==> src/rtl/nib_cpu_pkg.sv <==
package nib_cpu_pkg;

  localparam int OP_W = 4;

  typedef enum logic [1:0] {
    PH_FETCH  = 2'd0,
    PH_DECODE = 2'd1,
    PH_EXEC   = 2'd2
  } phase_e;

  typedef enum logic [2:0] {
    FN_PASS = 3'd0,
    FN_ADD  = 3'd1,
    FN_SUB  = 3'd2,
    FN_AND  = 3'd3,
    FN_XOR  = 3'd4
  } alu_fn_e;

  typedef struct packed {
    alu_fn_e fn;
    logic    sel_ram;   // operand selector: 1 = data word, 0 = literal
    logic    wr_acc;
    logic    wr_ram;
    logic    wr_addr;
    logic    jump;
    logic    jz;        // jump only when accumulator is zero
  } ctrl_t;

  // Control table indexed by opcode
  function automatic ctrl_t decode_op(input logic [OP_W-1:0] op);
    ctrl_t c;
    c = '0;
    c.fn = FN_PASS;
    case (op)
      4'h0, 4'h1: c.wr_acc = 1'b1;
      4'h2, 4'h3: begin c.fn = FN_ADD; c.wr_acc = 1'b1; end
      4'h4, 4'h5: begin c.fn = FN_SUB; c.wr_acc = 1'b1; end
      4'h6, 4'h7: begin c.fn = FN_AND; c.wr_acc = 1'b1; end
      4'h8, 4'h9: begin c.fn = FN_XOR; c.wr_acc = 1'b1; end
      4'hA:       c.wr_ram = 1'b1;
      4'hB:       c.wr_addr = 1'b1;
      4'hC:       begin c.wr_addr = 1'b1; c.sel_ram = 1'b1; end
      4'hD:       c.jump = 1'b1;
      4'hE:       begin c.jump = 1'b1; c.jz = 1'b1; end
      default:    begin c.jump = 1'b1; c.sel_ram = 1'b1; end
    endcase
    if (op <= 4'h9) c.sel_ram = op[0];
    return c;
  endfunction

endpackage

==> src/rtl/nib_cpu_alu.sv <==
module nib_cpu_alu
  import nib_cpu_pkg::*;
#(
  parameter int DW = 4
) (
  input  alu_fn_e       fn,
  input  logic [DW-1:0] a,
  input  logic [DW-1:0] b,
  output logic [DW-1:0] y
);

  function automatic logic [DW-1:0] alu_eval(input alu_fn_e f,
                                             input logic [DW-1:0] x,
                                             input logic [DW-1:0] z);
    case (f)
      FN_ADD:  return x + z;
      FN_SUB:  return x - z;
      FN_AND:  return x & z;
      FN_XOR:  return x ^ z;
      default: return z;
    endcase
  endfunction

  assign y = alu_eval(fn, a, b);

  always_comb begin
    if (fn == FN_PASS) p_pass_r3: assert (y == b);
  end

endmodule

==> src/rtl/nib_cpu_dmem.sv <==
module nib_cpu_dmem #(
  parameter int DW    = 4,
  parameter int DEPTH = 16
) (
  input  logic                     clk,
  input  logic                     rst_n,
  input  logic                     we,
  input  logic [$clog2(DEPTH)-1:0] addr,
  input  logic [DW-1:0]            wdata,
  output logic [DW-1:0]            rdata
);

  localparam int AW = $clog2(DEPTH);

  logic [DW-1:0] mem [DEPTH];

  always_ff @(posedge clk) begin
    if (we) mem[addr] <= wdata;
  end

  assign rdata = mem[addr];

  logic [AW-1:0] last_addr;
  logic [DW-1:0] last_data;
  logic          last_we;
  always_ff @(posedge clk or negedge rst_n) begin
    if (!rst_n) begin
      last_we   <= 1'b0;
      last_addr <= '0;
      last_data <= '0;
    end else begin
      last_we   <= we;
      last_addr <= addr;
      last_data <= wdata;
    end
  end

  // a written word reads back at the same address
  p_store_r5: assert property (@(posedge clk) disable iff (!rst_n)
    last_we |-> (mem[last_addr] == last_data));

endmodule

==> src/rtl/nib_cpu_ctrl.sv <==
module nib_cpu_ctrl
  import nib_cpu_pkg::*;
(
  input  logic            clk,
  input  logic            rst_n,
  input  logic            step_mode,
  input  logic            step_req,
  input  logic [OP_W-1:0] op,
  output logic            fetch_fire,
  output logic            decode_fire,
  output logic            exec_fire,
  output logic            dec_sel_ram,
  output ctrl_t           ctrl_q
);

  phase_e phase_q;
  ctrl_t  dec_now;

  assign fetch_fire  = (phase_q == PH_FETCH) && (!step_mode || step_req);
  assign decode_fire = (phase_q == PH_DECODE);
  assign exec_fire   = (phase_q == PH_EXEC);

  assign dec_now     = decode_op(op);
  assign dec_sel_ram = dec_now.sel_ram;

  always_ff @(posedge clk or negedge rst_n) begin
    if (!rst_n) begin
      phase_q <= PH_FETCH;
      ctrl_q  <= '0;
    end else begin
      case (phase_q)
        PH_FETCH:  if (fetch_fire) phase_q <= PH_DECODE;
        PH_DECODE: begin
          phase_q <= PH_EXEC;
          ctrl_q  <= dec_now;
        end
        default:   phase_q <= PH_FETCH;
      endcase
    end
  end

  // decode is always followed by execute, execute by fetch
  p_decode_to_exec_r2: assert property (@(posedge clk) disable iff (!rst_n)
    (phase_q == PH_DECODE) |=> (phase_q == PH_EXEC));
  p_exec_to_fetch_r2: assert property (@(posedge clk) disable iff (!rst_n)
    (phase_q == PH_EXEC) |=> (phase_q == PH_FETCH));
  // no request in step mode keeps the core in fetch
  p_step_hold_r9: assert property (@(posedge clk) disable iff (!rst_n)
    (phase_q == PH_FETCH && step_mode && !step_req) |=> (phase_q == PH_FETCH));

endmodule

==> src/rtl/nib_cpu.sv <==
module nib_cpu
  import nib_cpu_pkg::*;
#(
  parameter int DW = 4,
  parameter logic [(2**DW)*(OP_W+DW)-1:0] PROG_IMAGE = '0
) (
  input  logic          clk,
  input  logic          rst_n,
  input  logic          step_mode,
  input  logic          step_req,
  output logic [DW-1:0] dbg_pc,
  output logic [DW-1:0] dbg_addr,
  output logic [DW-1:0] dbg_acc,
  output logic          retire
);

  localparam int IW    = OP_W + DW;
  localparam int DEPTH = 2**DW;

  logic [DW-1:0] pc_q, acc_q, addr_q, opnd_q;
  logic [IW-1:0] ir_q, rom_word;
  logic [DW-1:0] ram_rd, alu_y, opnd_mux, pc_next;
  logic          fetch_fire, decode_fire, exec_fire, sel_ram;
  logic          jump_taken, acc_zero;
  ctrl_t         ctrl_q;

  // Program store read port
  assign rom_word = PROG_IMAGE[pc_q*IW +: IW];

  nib_cpu_ctrl u_ctrl (
    .clk         (clk),
    .rst_n       (rst_n),
    .step_mode   (step_mode),
    .step_req    (step_req),
    .op          (ir_q[IW-1:DW]),
    .fetch_fire  (fetch_fire),
    .decode_fire (decode_fire),
    .exec_fire   (exec_fire),
    .dec_sel_ram (sel_ram),
    .ctrl_q      (ctrl_q)
  );

  nib_cpu_dmem #(.DW(DW), .DEPTH(DEPTH)) u_dmem (
    .clk   (clk),
    .rst_n (rst_n),
    .we    (exec_fire && ctrl_q.wr_ram),
    .addr  (addr_q),
    .wdata (acc_q),
    .rdata (ram_rd)
  );

  nib_cpu_alu #(.DW(DW)) u_alu (
    .fn (ctrl_q.fn),
    .a  (acc_q),
    .b  (opnd_q),
    .y  (alu_y)
  );

  // Single operand selector shared by ALU, PC and pointer loads
  assign opnd_mux   = sel_ram ? ram_rd : ir_q[DW-1:0];
  assign acc_zero   = (acc_q == '0);
  assign jump_taken = exec_fire && ctrl_q.jump && (!ctrl_q.jz || acc_zero);
  assign pc_next    = jump_taken ? opnd_q : pc_q + DW'(1);

  always_ff @(posedge clk or negedge rst_n) begin
    if (!rst_n) begin
      pc_q   <= '0;
      acc_q  <= '0;
      addr_q <= '0;
      opnd_q <= '0;
      ir_q   <= '0;
    end else begin
      if (fetch_fire)  ir_q   <= rom_word;
      if (decode_fire) opnd_q <= opnd_mux;
      if (exec_fire) begin
        pc_q <= pc_next;
        if (ctrl_q.wr_acc)  acc_q  <= alu_y;
        if (ctrl_q.wr_addr) addr_q <= opnd_q;
      end
    end
  end

  assign dbg_pc   = pc_q;
  assign dbg_addr = addr_q;
  assign dbg_acc  = acc_q;
  assign retire   = exec_fire;

  // PC moves only when an instruction commits
  p_pc_hold_r7: assert property (@(posedge clk) disable iff (!rst_n)
    !exec_fire |=> $stable(pc_q));
  // fall-through advances by one
  p_pc_incr_r7: assert property (@(posedge clk) disable iff (!rst_n)
    (exec_fire && !jump_taken) |=> (pc_q == $past(pc_q) + DW'(1)));
  // taken jump lands on the selected operand
  p_jump_target_r8: assert property (@(posedge clk) disable iff (!rst_n)
    jump_taken |=> (pc_q == $past(opnd_q)));
  // conditional jump with nonzero accumulator falls through
  p_jz_skip_r8: assert property (@(posedge clk) disable iff (!rst_n)
    (exec_fire && ctrl_q.jz && !acc_zero) |=> (pc_q == $past(pc_q) + DW'(1)));
  // accumulator changes only on an ALU-writing commit
  p_acc_hold_r3: assert property (@(posedge clk) disable iff (!rst_n)
    !(exec_fire && ctrl_q.wr_acc) |=> $stable(acc_q));
  // pointer changes only on a pointer-writing commit
  p_addr_hold_r6: assert property (@(posedge clk) disable iff (!rst_n)
    !(exec_fire && ctrl_q.wr_addr) |=> $stable(addr_q));

endmodule

==> config.mk <==
export PLATFORM = sky130hd
export DESIGN_NAME = nib_cpu
export DESIGN_NICKNAME = d
export VERILOG_FILES = /design/src/rtl/nib_cpu_pkg.sv /design/src/rtl/nib_cpu_alu.sv /design/src/rtl/nib_cpu_dmem.sv /design/src/rtl/nib_cpu_ctrl.sv /design/src/rtl/nib_cpu.sv
export SDC_FILE = /design/constraint.sdc
export NUM_CORES = 1
export LEC_CHECK = 0
export ABC_AREA = 1
export CORE_AREA = 4 4 41 43
export CTS_CLUSTER_DIAMETER = 200
export DETAILED_ROUTE_END_ITERATION = 7
export DIE_AREA = 0 0 45 47
export DONT_BUFFER_PORTS = 1
export PLACE_DENSITY_LB_ADDON = 0.05
export SLEW_MARGIN = 40
export SYNTH_ARGS = -nofsm -noshare
export SYNTH_HDL_FRONTEND = slang
export SYNTH_SLANG_ARGS = --single-unit
==> constraint.sdc <==
create_clock -name clk -period 1.4 [get_ports clk]
set_clock_uncertainty 0.15 [all_clocks]
set_input_delay 0.14 -clock clk [delete_from_list [all_inputs] [get_ports clk]]
set_output_delay 0.14 -clock clk [all_outputs]
set_load 0.01 [all_outputs]
==> summary.md, run 1 <==
| Metric | Value |
|---|---|
| HPWL Detailed | `486 um` |
| Die Wd | `45 um` |
| WL/cell | `10.3 um` |
| Post-Syn Area | `330 sq um` |
| RR Startpoint | `dbg_pc[0]` |
| Die area | `0.00212 sq mm` |
| Die height | `47 um` |
| Status | `finished, final reports clean` |
| CTS root buf | `clkbuf_4` |
| Io pins | `17` |
| Final Max Slew Viols | `0` |
| Mapped Cells | `38` |
| CTS sink count | `6` |
| Fill cells | `144` |
| Post_cts resized | `0` |
| CP arrival | `900 ps` |
| Num rows | `13` |
| Final Hold Fails | `0` |
| DP Area | `315 sq um` |
| Max VDD drop | `0.620 mV` |
| DR iter-0 viols | `2` |
| Starting density of the core | `0.254` |
| Yosys reg bits | `6` |
| Worst setup margin | `209 ps` |
| CTS tree | `built` |
| Mean post-synth cell area | `8.69 sq um` |
| First-pass GRT wire length | `986 um` |
| Routed via count | `227` |
| Setup crit start | `u_ctrl.phase_q[0]` |
| Fin Setup TNS | `0 ps` |
| # Max-Cap Violations | `0` |
| Inserted Clock Buffers | `3` |
| Seq/Total Area, Yosys | `0.455` |
| Global route overflow | `0` |
| Fin crit share | `0.851` |
| Pin count of the biggest net entering global routing | `7` |
| Via density | `3.91` |
| Final Setup Violations | `0` |
| Crit end category | `output pin` |
| Final net count | `50` |
| Layout Area Growth over Synthesis | `11.4%` |
| Fmax | `840 MHz` |
| GR Util All Layers | `0.0714` |
| Pwr/cell area | `2000 mW/mm^2` |
| Warnings, synthesis | `0` |
| DRC viols | `0` |
| Critical path launch point type | `register` |
| Initial antenna violation count | `0` |
| Final Instance Area | `368 sq um` |
| Remaining antenna violation count after routing | `0` |
| Pre-Repair DR Iteration Count | `3` |
| Inserted Diodes | `0` |
| Clock Pin Slew Worst Setup and Hold Paths | `50 ps` |
| Worst Path Required | `1110 ps` |
| Synth cell types | `14` |
| Share of cells above drive strength 1 | `0.116` |
| Core Box Area | `0.00130 sq mm` |
| Htree depth | `1` |
| CTS Buffer Depth | `2` |
| CP Max Fanout | `5` |
| Post-layout min period | `1190 ps` |
| Clock latency on the worst-skew pair | `240 ps` |
| Dpl ws | `274 ps` |
| RSZ-0062 raised after global routing | `no` |
| Routability cong. | `0.633` |
| WS Path Type | `reg -> out` |
| Number of buffers inserted by port buffering | `0` |
| Worst hold-check path type | `in -> async` |
| Total wire length | `595 um` |
| Vias in the first global route | `202` |
| Leak pwr | `0.000197 uW` |
[cell usage after synthesis]
master,count,area [sq um]
inv_1,4,15.0
nand3_1,2,10.0
nand2_1,8,30.0
nand2_2,1,6.26
nor2_1,2,7.51
nand3b_1,1,7.51
xor2_1,1,8.76
dfrtp_1,6,150
conb_1,1,3.75
ha_1,1,12.5
a211oi_1,1,7.51
inv_2,1,3.75
buf_4,8,60.1
o21bai_1,1,7.51
[cells in the final DEF (no fill, tap or decap)]
master,count
nand2_1,8
conb_1,8
dfrtp_1,6
inv_1,4
clkbuf_4,3
dlygate4sd3_1,3
nand3_1,2
nor2_1,2
nand2_2,1
inv_2,1
o21bai_1,1
nand3b_1,1
a211oi_1,1
xor2_1,1
ha_1,1
[per-layer routing]
metal / share of wire / global-route usage
met1: 0.43 / 0.0828
met2: 0.44 / 0.0989
met3: 0.13 / 0.0613
met4: 0 / 0.0175
met5: 0 / 0
[kinds of logic after synthesis]
| group | after synthesis | synth area share |
|---|---|---|
| AND/OR/NAND/NOR | 14 | 0.186 |
| buffers and inverters | 13 | 0.239 |
| flip-flops | 6 | 0.455 |
| AO/OA/AOI/OAI | 2 | 0.0455 |
| XOR/XNOR | 1 | 0.0265 |
| adder cells (fa/ha/maj) | 1 | 0.0379 |
| other | 1 | 0.0114 |
[report_power, final]
group | switching, uW | total [uW] | internal [uW] | leakage (uW)
combinational | 132 | 214 | 82.1 | 0.000108
clock | 64.3 | 161 | 97.1 | 0.0000138
sequential | 107 | 362 | 255 | 0.0000751
total | 303 | 737 | 434 | 0.000197
[repair_timing]
action                                 CTS  global route
endpoints found under the hold margin    7             0
hold buffers                             3             0
buffers inserted                         0             0
[state kept, by name, indices dropped and copies added (netlist names)]
name	flops
dbg_pc	4
u_ctrl.phase_q	2
[path summary, 6_finish.rpt]
kind,to,slack [ps],depth (start not counted)
max in group asynchronous,dbg_pc[1],810,1
hold / removal,dbg_pc[0],70,1
setup / recovery,retire,210,3
setup reg to reg,dbg_pc[1],260,3
hold reg to reg,u_ctrl.phase_q[0],280,1
min in group clk,u_ctrl.phase_q[0],280,1
[cell type report]
type / count / area (sq um) / area share
clock buffers: 3 / 22.5 / 0.0612
inverters: 5 / 18.8 / 0.0510
multi-input cells: 26 / 128 / 0.347
flip-flops and latches: 6 / 150 / 0.408
well taps: 15 / 18.8 / 0.0510
repair buffers: 3 / 30.0 / 0.0816
[critical path, cell delays in order (launching register included)]
cell and delay, ps:
dfrtp_1 370, inv_1 80, nand2_2 90, inv_2 120
[per-stage QoR]
| stage | std cells | total power (uW) | util | hold slack [ps] |
|---|---|---|---|---|
| after floorplan | 45 | 533 | - | -306 |
| after global placement | 52 | 561 | 0.242 | -305 |
| after detailed placement | 52 | 573 | 0.242 | -305 |
| after CTS | 58 | 753 | 0.283 | 72.1 |
| after global routing | 58 | 812 | 0.283 | 76.8 |
| final | 58 | 737 | 0.283 | 66.0 |
Power figures use the tool's default switching activity.
==> run 2, diff against run 1 <==
--- a/config.mk
+++ b/config.mk
@@ -6,13 +6,13 @@
 export NUM_CORES = 1
 export LEC_CHECK = 0
 export ABC_AREA = 1
-export CORE_AREA = 4 4 41 43
-export CTS_CLUSTER_DIAMETER = 200
+export CORE_MARGIN = 4
+export CORE_UTILIZATION = 35
 export DETAILED_ROUTE_END_ITERATION = 7
-export DIE_AREA = 0 0 45 47
 export DONT_BUFFER_PORTS = 1
 export PLACE_DENSITY_LB_ADDON = 0.05
 export SLEW_MARGIN = 40
 export SYNTH_ARGS = -nofsm -noshare
 export SYNTH_HDL_FRONTEND = slang
+export SYNTH_HIERARCHICAL = 1
 export SYNTH_SLANG_ARGS = --single-unit
==> run 2 against run 1 <==
Effect of this change: the flow now finishes with violations (setup timing); routed wire length grew to 18 times the previous value; sequential power rose to 10 times the previous value; non-clock buffer count rose by 52; sequential share of layout area is 3.0 points higher; power rose to 18 times the previous value.
==> summary.md, run 2 <==
| Metric | Value |
|---|---|
| Status | `finished with violations` |
| Violated checks | `setup timing` |
| WL/cell | `14.0 um (+37%)` |
| Sw Ratio | `0.397 (-0.0139)` |
| Num rows | `41 (+28)` |
| Inserted Clock Buffers | `9 (+6)` |
| First-pass GRT wire length | `17.1 mm (+1600%)` |
| Psw | `5140 uW (+1600%)` |
| CTS sink count | `90 (+84)` |
| CTS root buf | `clkbuf_16` |
| Die area | `0.0149 sq mm (+600%)` |
| CP arrival | `2230 ps (+1330 ps)` |
| Via density | `4.40 (+12%)` |
| Clock latency on the worst-skew pair | `340 ps (+100 ps)` |
| Internal power | `7810 uW (+1700%)` |
| Layout Area Growth over Synthesis | `29.2%` |
| CP Max Fanout | `3 (-2)` |
| Routability cong. | `0.755 (+19%)` |
| Commonest non-fill, non-tap cells in the layout | `nand2_1 (204), edfxtp_1 (64), buf_4 (38)` |
| Final Max Slew Viols | `0 (unchanged)` |
| WS Path Type | `reg -> reg` |
| Largest Register | `u_dmem/mem` |
| RSZ-0062 raised after global routing | `yes` |
| Fin util | `0.464 (+0.182)` |
| Final Hold Fails | `0 (unchanged)` |
| Mean post-synth cell area | `9.22 sq um (+6.0%)` |
| CTS tree | `built` |
| Io pins | `17 (unchanged)` |
| Final Setup Violations | `73 (+73)` |
| Remaining antenna violation count after routing | `0 (unchanged)` |
| Dpl ws | `-704 ps (-978 ps)` |
| Total wire length | `10.4 mm (+1700%)` |
| Worst setup margin | `-755 ps (-964 ps)` |
| Critical path launch point type | `register` |
| CTS Buffer Depth | `2 (unchanged)` |
| Reg2reg setup slack | `-750 ps (-1010 ps)` |
| Hold_ws | `91.7 ps (+25.7 ps)` |
| Mapped Cells | `494 (+1200%)` |
| Pin count of the biggest net entering global routing | `27 (+20)` |
| Fin Setup TNS | `-8620 ps (-8620 ps)` |
| Clk pwr share | `0.193 (-0.026)` |
| Share of cells above drive strength 1 | `0.288 (+0.172)` |
| Warnings, synthesis | `6 (+6)` |
| Global route overflow | `0 (unchanged)` |
| Top flop regs | `u_dmem/mem (64), u_ctrl/ctrl_q (8)` |
| Final net count | `581 (+1100%)` |
| GR Util All Layers | `0.155 (+0.0840)` |
| Vias in the first global route | `3299 (+1500%)` |
| Routed via count | `3271 (+1300%)` |
| Core Box Area | `0.0127 sq mm (+870%)` |
| Leak pwr | `0.00260 uW (+1200%)` |
| RR Startpoint | `opnd_q[0]` |
| Post-Syn Area | `0.00455 sq mm (+1300%)` |
| Pre-Repair DR Iteration Count | `4 (+1)` |
| Fmax | `464 MHz (-45%)` |
| Die Wd | `122 um (+170%)` |
| Post-layout min period | `2150 ps (+964 ps)` |
| Htree depth | `3 (+2)` |
| Crit end category | `register` |
| Clock Pin Slew Worst Setup and Hold Paths | `60 ps (about the same)` |
| DRC viols | `0 (unchanged)` |
| # Max-Cap Violations | `0 (unchanged)` |
| HPWL Detailed | `7.43 mm (+1400%)` |
| Worst Path Required | `1480 ps (+370 ps)` |
| Commonest non-fill, non-tap cell in the layout | `nand2_1` |
| Worst reg2reg path depth | `12 (+9)` |
| Pwr/cell area | `2200 mW/mm^2 (+9.9%)` |
| Initial antenna violation count | `0 (unchanged)` |
| Starting density of the core | `0.359 (+0.105)` |
| DR iter-0 viols | `106 (+104)` |
| Fin crit share | `1.54 (+0.688)` |
| Power share of the sequential group | `0.292 (-0.199)` |
| Worst hold-check path type | `in -> async` |
| Max VDD drop | `0.733 mV (+18%)` |
| R2R Path End | `dbg_acc[2]` |
| Inserted Diodes | `0 (unchanged)` |
| Max reg flops | `64 (+60)` |
| Number of buffers inserted by port buffering | `0 (unchanged)` |
| Combinational fraction of design power | `0.515 (+0.225)` |
| Die height | `122 um (+160%)` |
-- run 2: routing by layer --
layer  vias up  global-route usage  part of all wire
li1       1709                   -                 -
met1      1522               0.183              0.43
met2        28               0.279              0.52
met3        12              0.0348             0.030
met4         0              0.0525             0.014
met5         -                   0                 0
-- run 2: power groups by stage --
stage	clock network, uW	logic, uW	registers [uW]
3_5_place_dp	0	5700	3820
3_3_place_gp	0	5650	3810
2_1_floorplan	0	3670	4040
6_report	2500	6670	3780
4_1_cts	2570	6530	3780
5_1_grt	2720	7520	3820
-- run 2: per-stage QoR --
stage | instance area (sq um) | total power (uW) | instances
after floorplan | 4820 | 7710 | 513
after global placement | 5230 | 9460 | 714
after detailed placement | 5230 | 9520 | 714
after CTS | 5800 | 12900 | 741
after global routing | 5880 | 14100 | 744
final | 5880 | 12900 | 744
-- run 2: layout make-up --
| cell class | instances | area, sq um |
|---|---|---|
| Fill cell | 1251 | 6790 |
| Tap cell | 172 | 215 |
| Timing Repair Buffer | 55 | 554 |
| Inverter | 50 | 211 |
| Clock buffer | 9 | 225 |
| Sequential cell | 90 | 2580 |
| Clock inverter | 7 | 83.8 |
| Multi-Input combinational cell | 361 | 2020 |
-- run 2: worst max-delay path by stage --
stage / from / end / slack (ps) / cells after the start
after global placement: opnd_q[0] / dbg_acc[3] / -680 / 13
after floorplan: opnd_q[0] / dbg_acc[3] / -680 / 13
final: opnd_q[0] / dbg_acc[2] / -750 / 12
after CTS: opnd_q[0] / dbg_acc[3] / -690 / 13
after detailed placement: opnd_q[0] / dbg_acc[3] / -700 / 12
after global routing: opnd_q[0] / dbg_acc[3] / -840 / 13
-- run 2: worst max-delay path, stage by stage (launching register included) --
cell and delay (ps):
dfrtp_1 360, inv_2 60, ha_4 150, inv_2 40, nand2_2 50, xor2_1 140
ha_1 330, buf_4 150, buf_6 110, xnor2_2 110, nand2_1 60, nand4_1 70
mux2_4 270
-- run 2: repair_timing --
action | 4_1_cts | 5_1_grt
hold buffers | 4 | 0
hold endpoints to repair | 27 | 0
gates resized for setup | 33 | 14
gates cloned | 2 | 0
endpoints found under the setup margin | 80 | 80
pin swaps | 7 | 13
setup buffers | 5 | 3
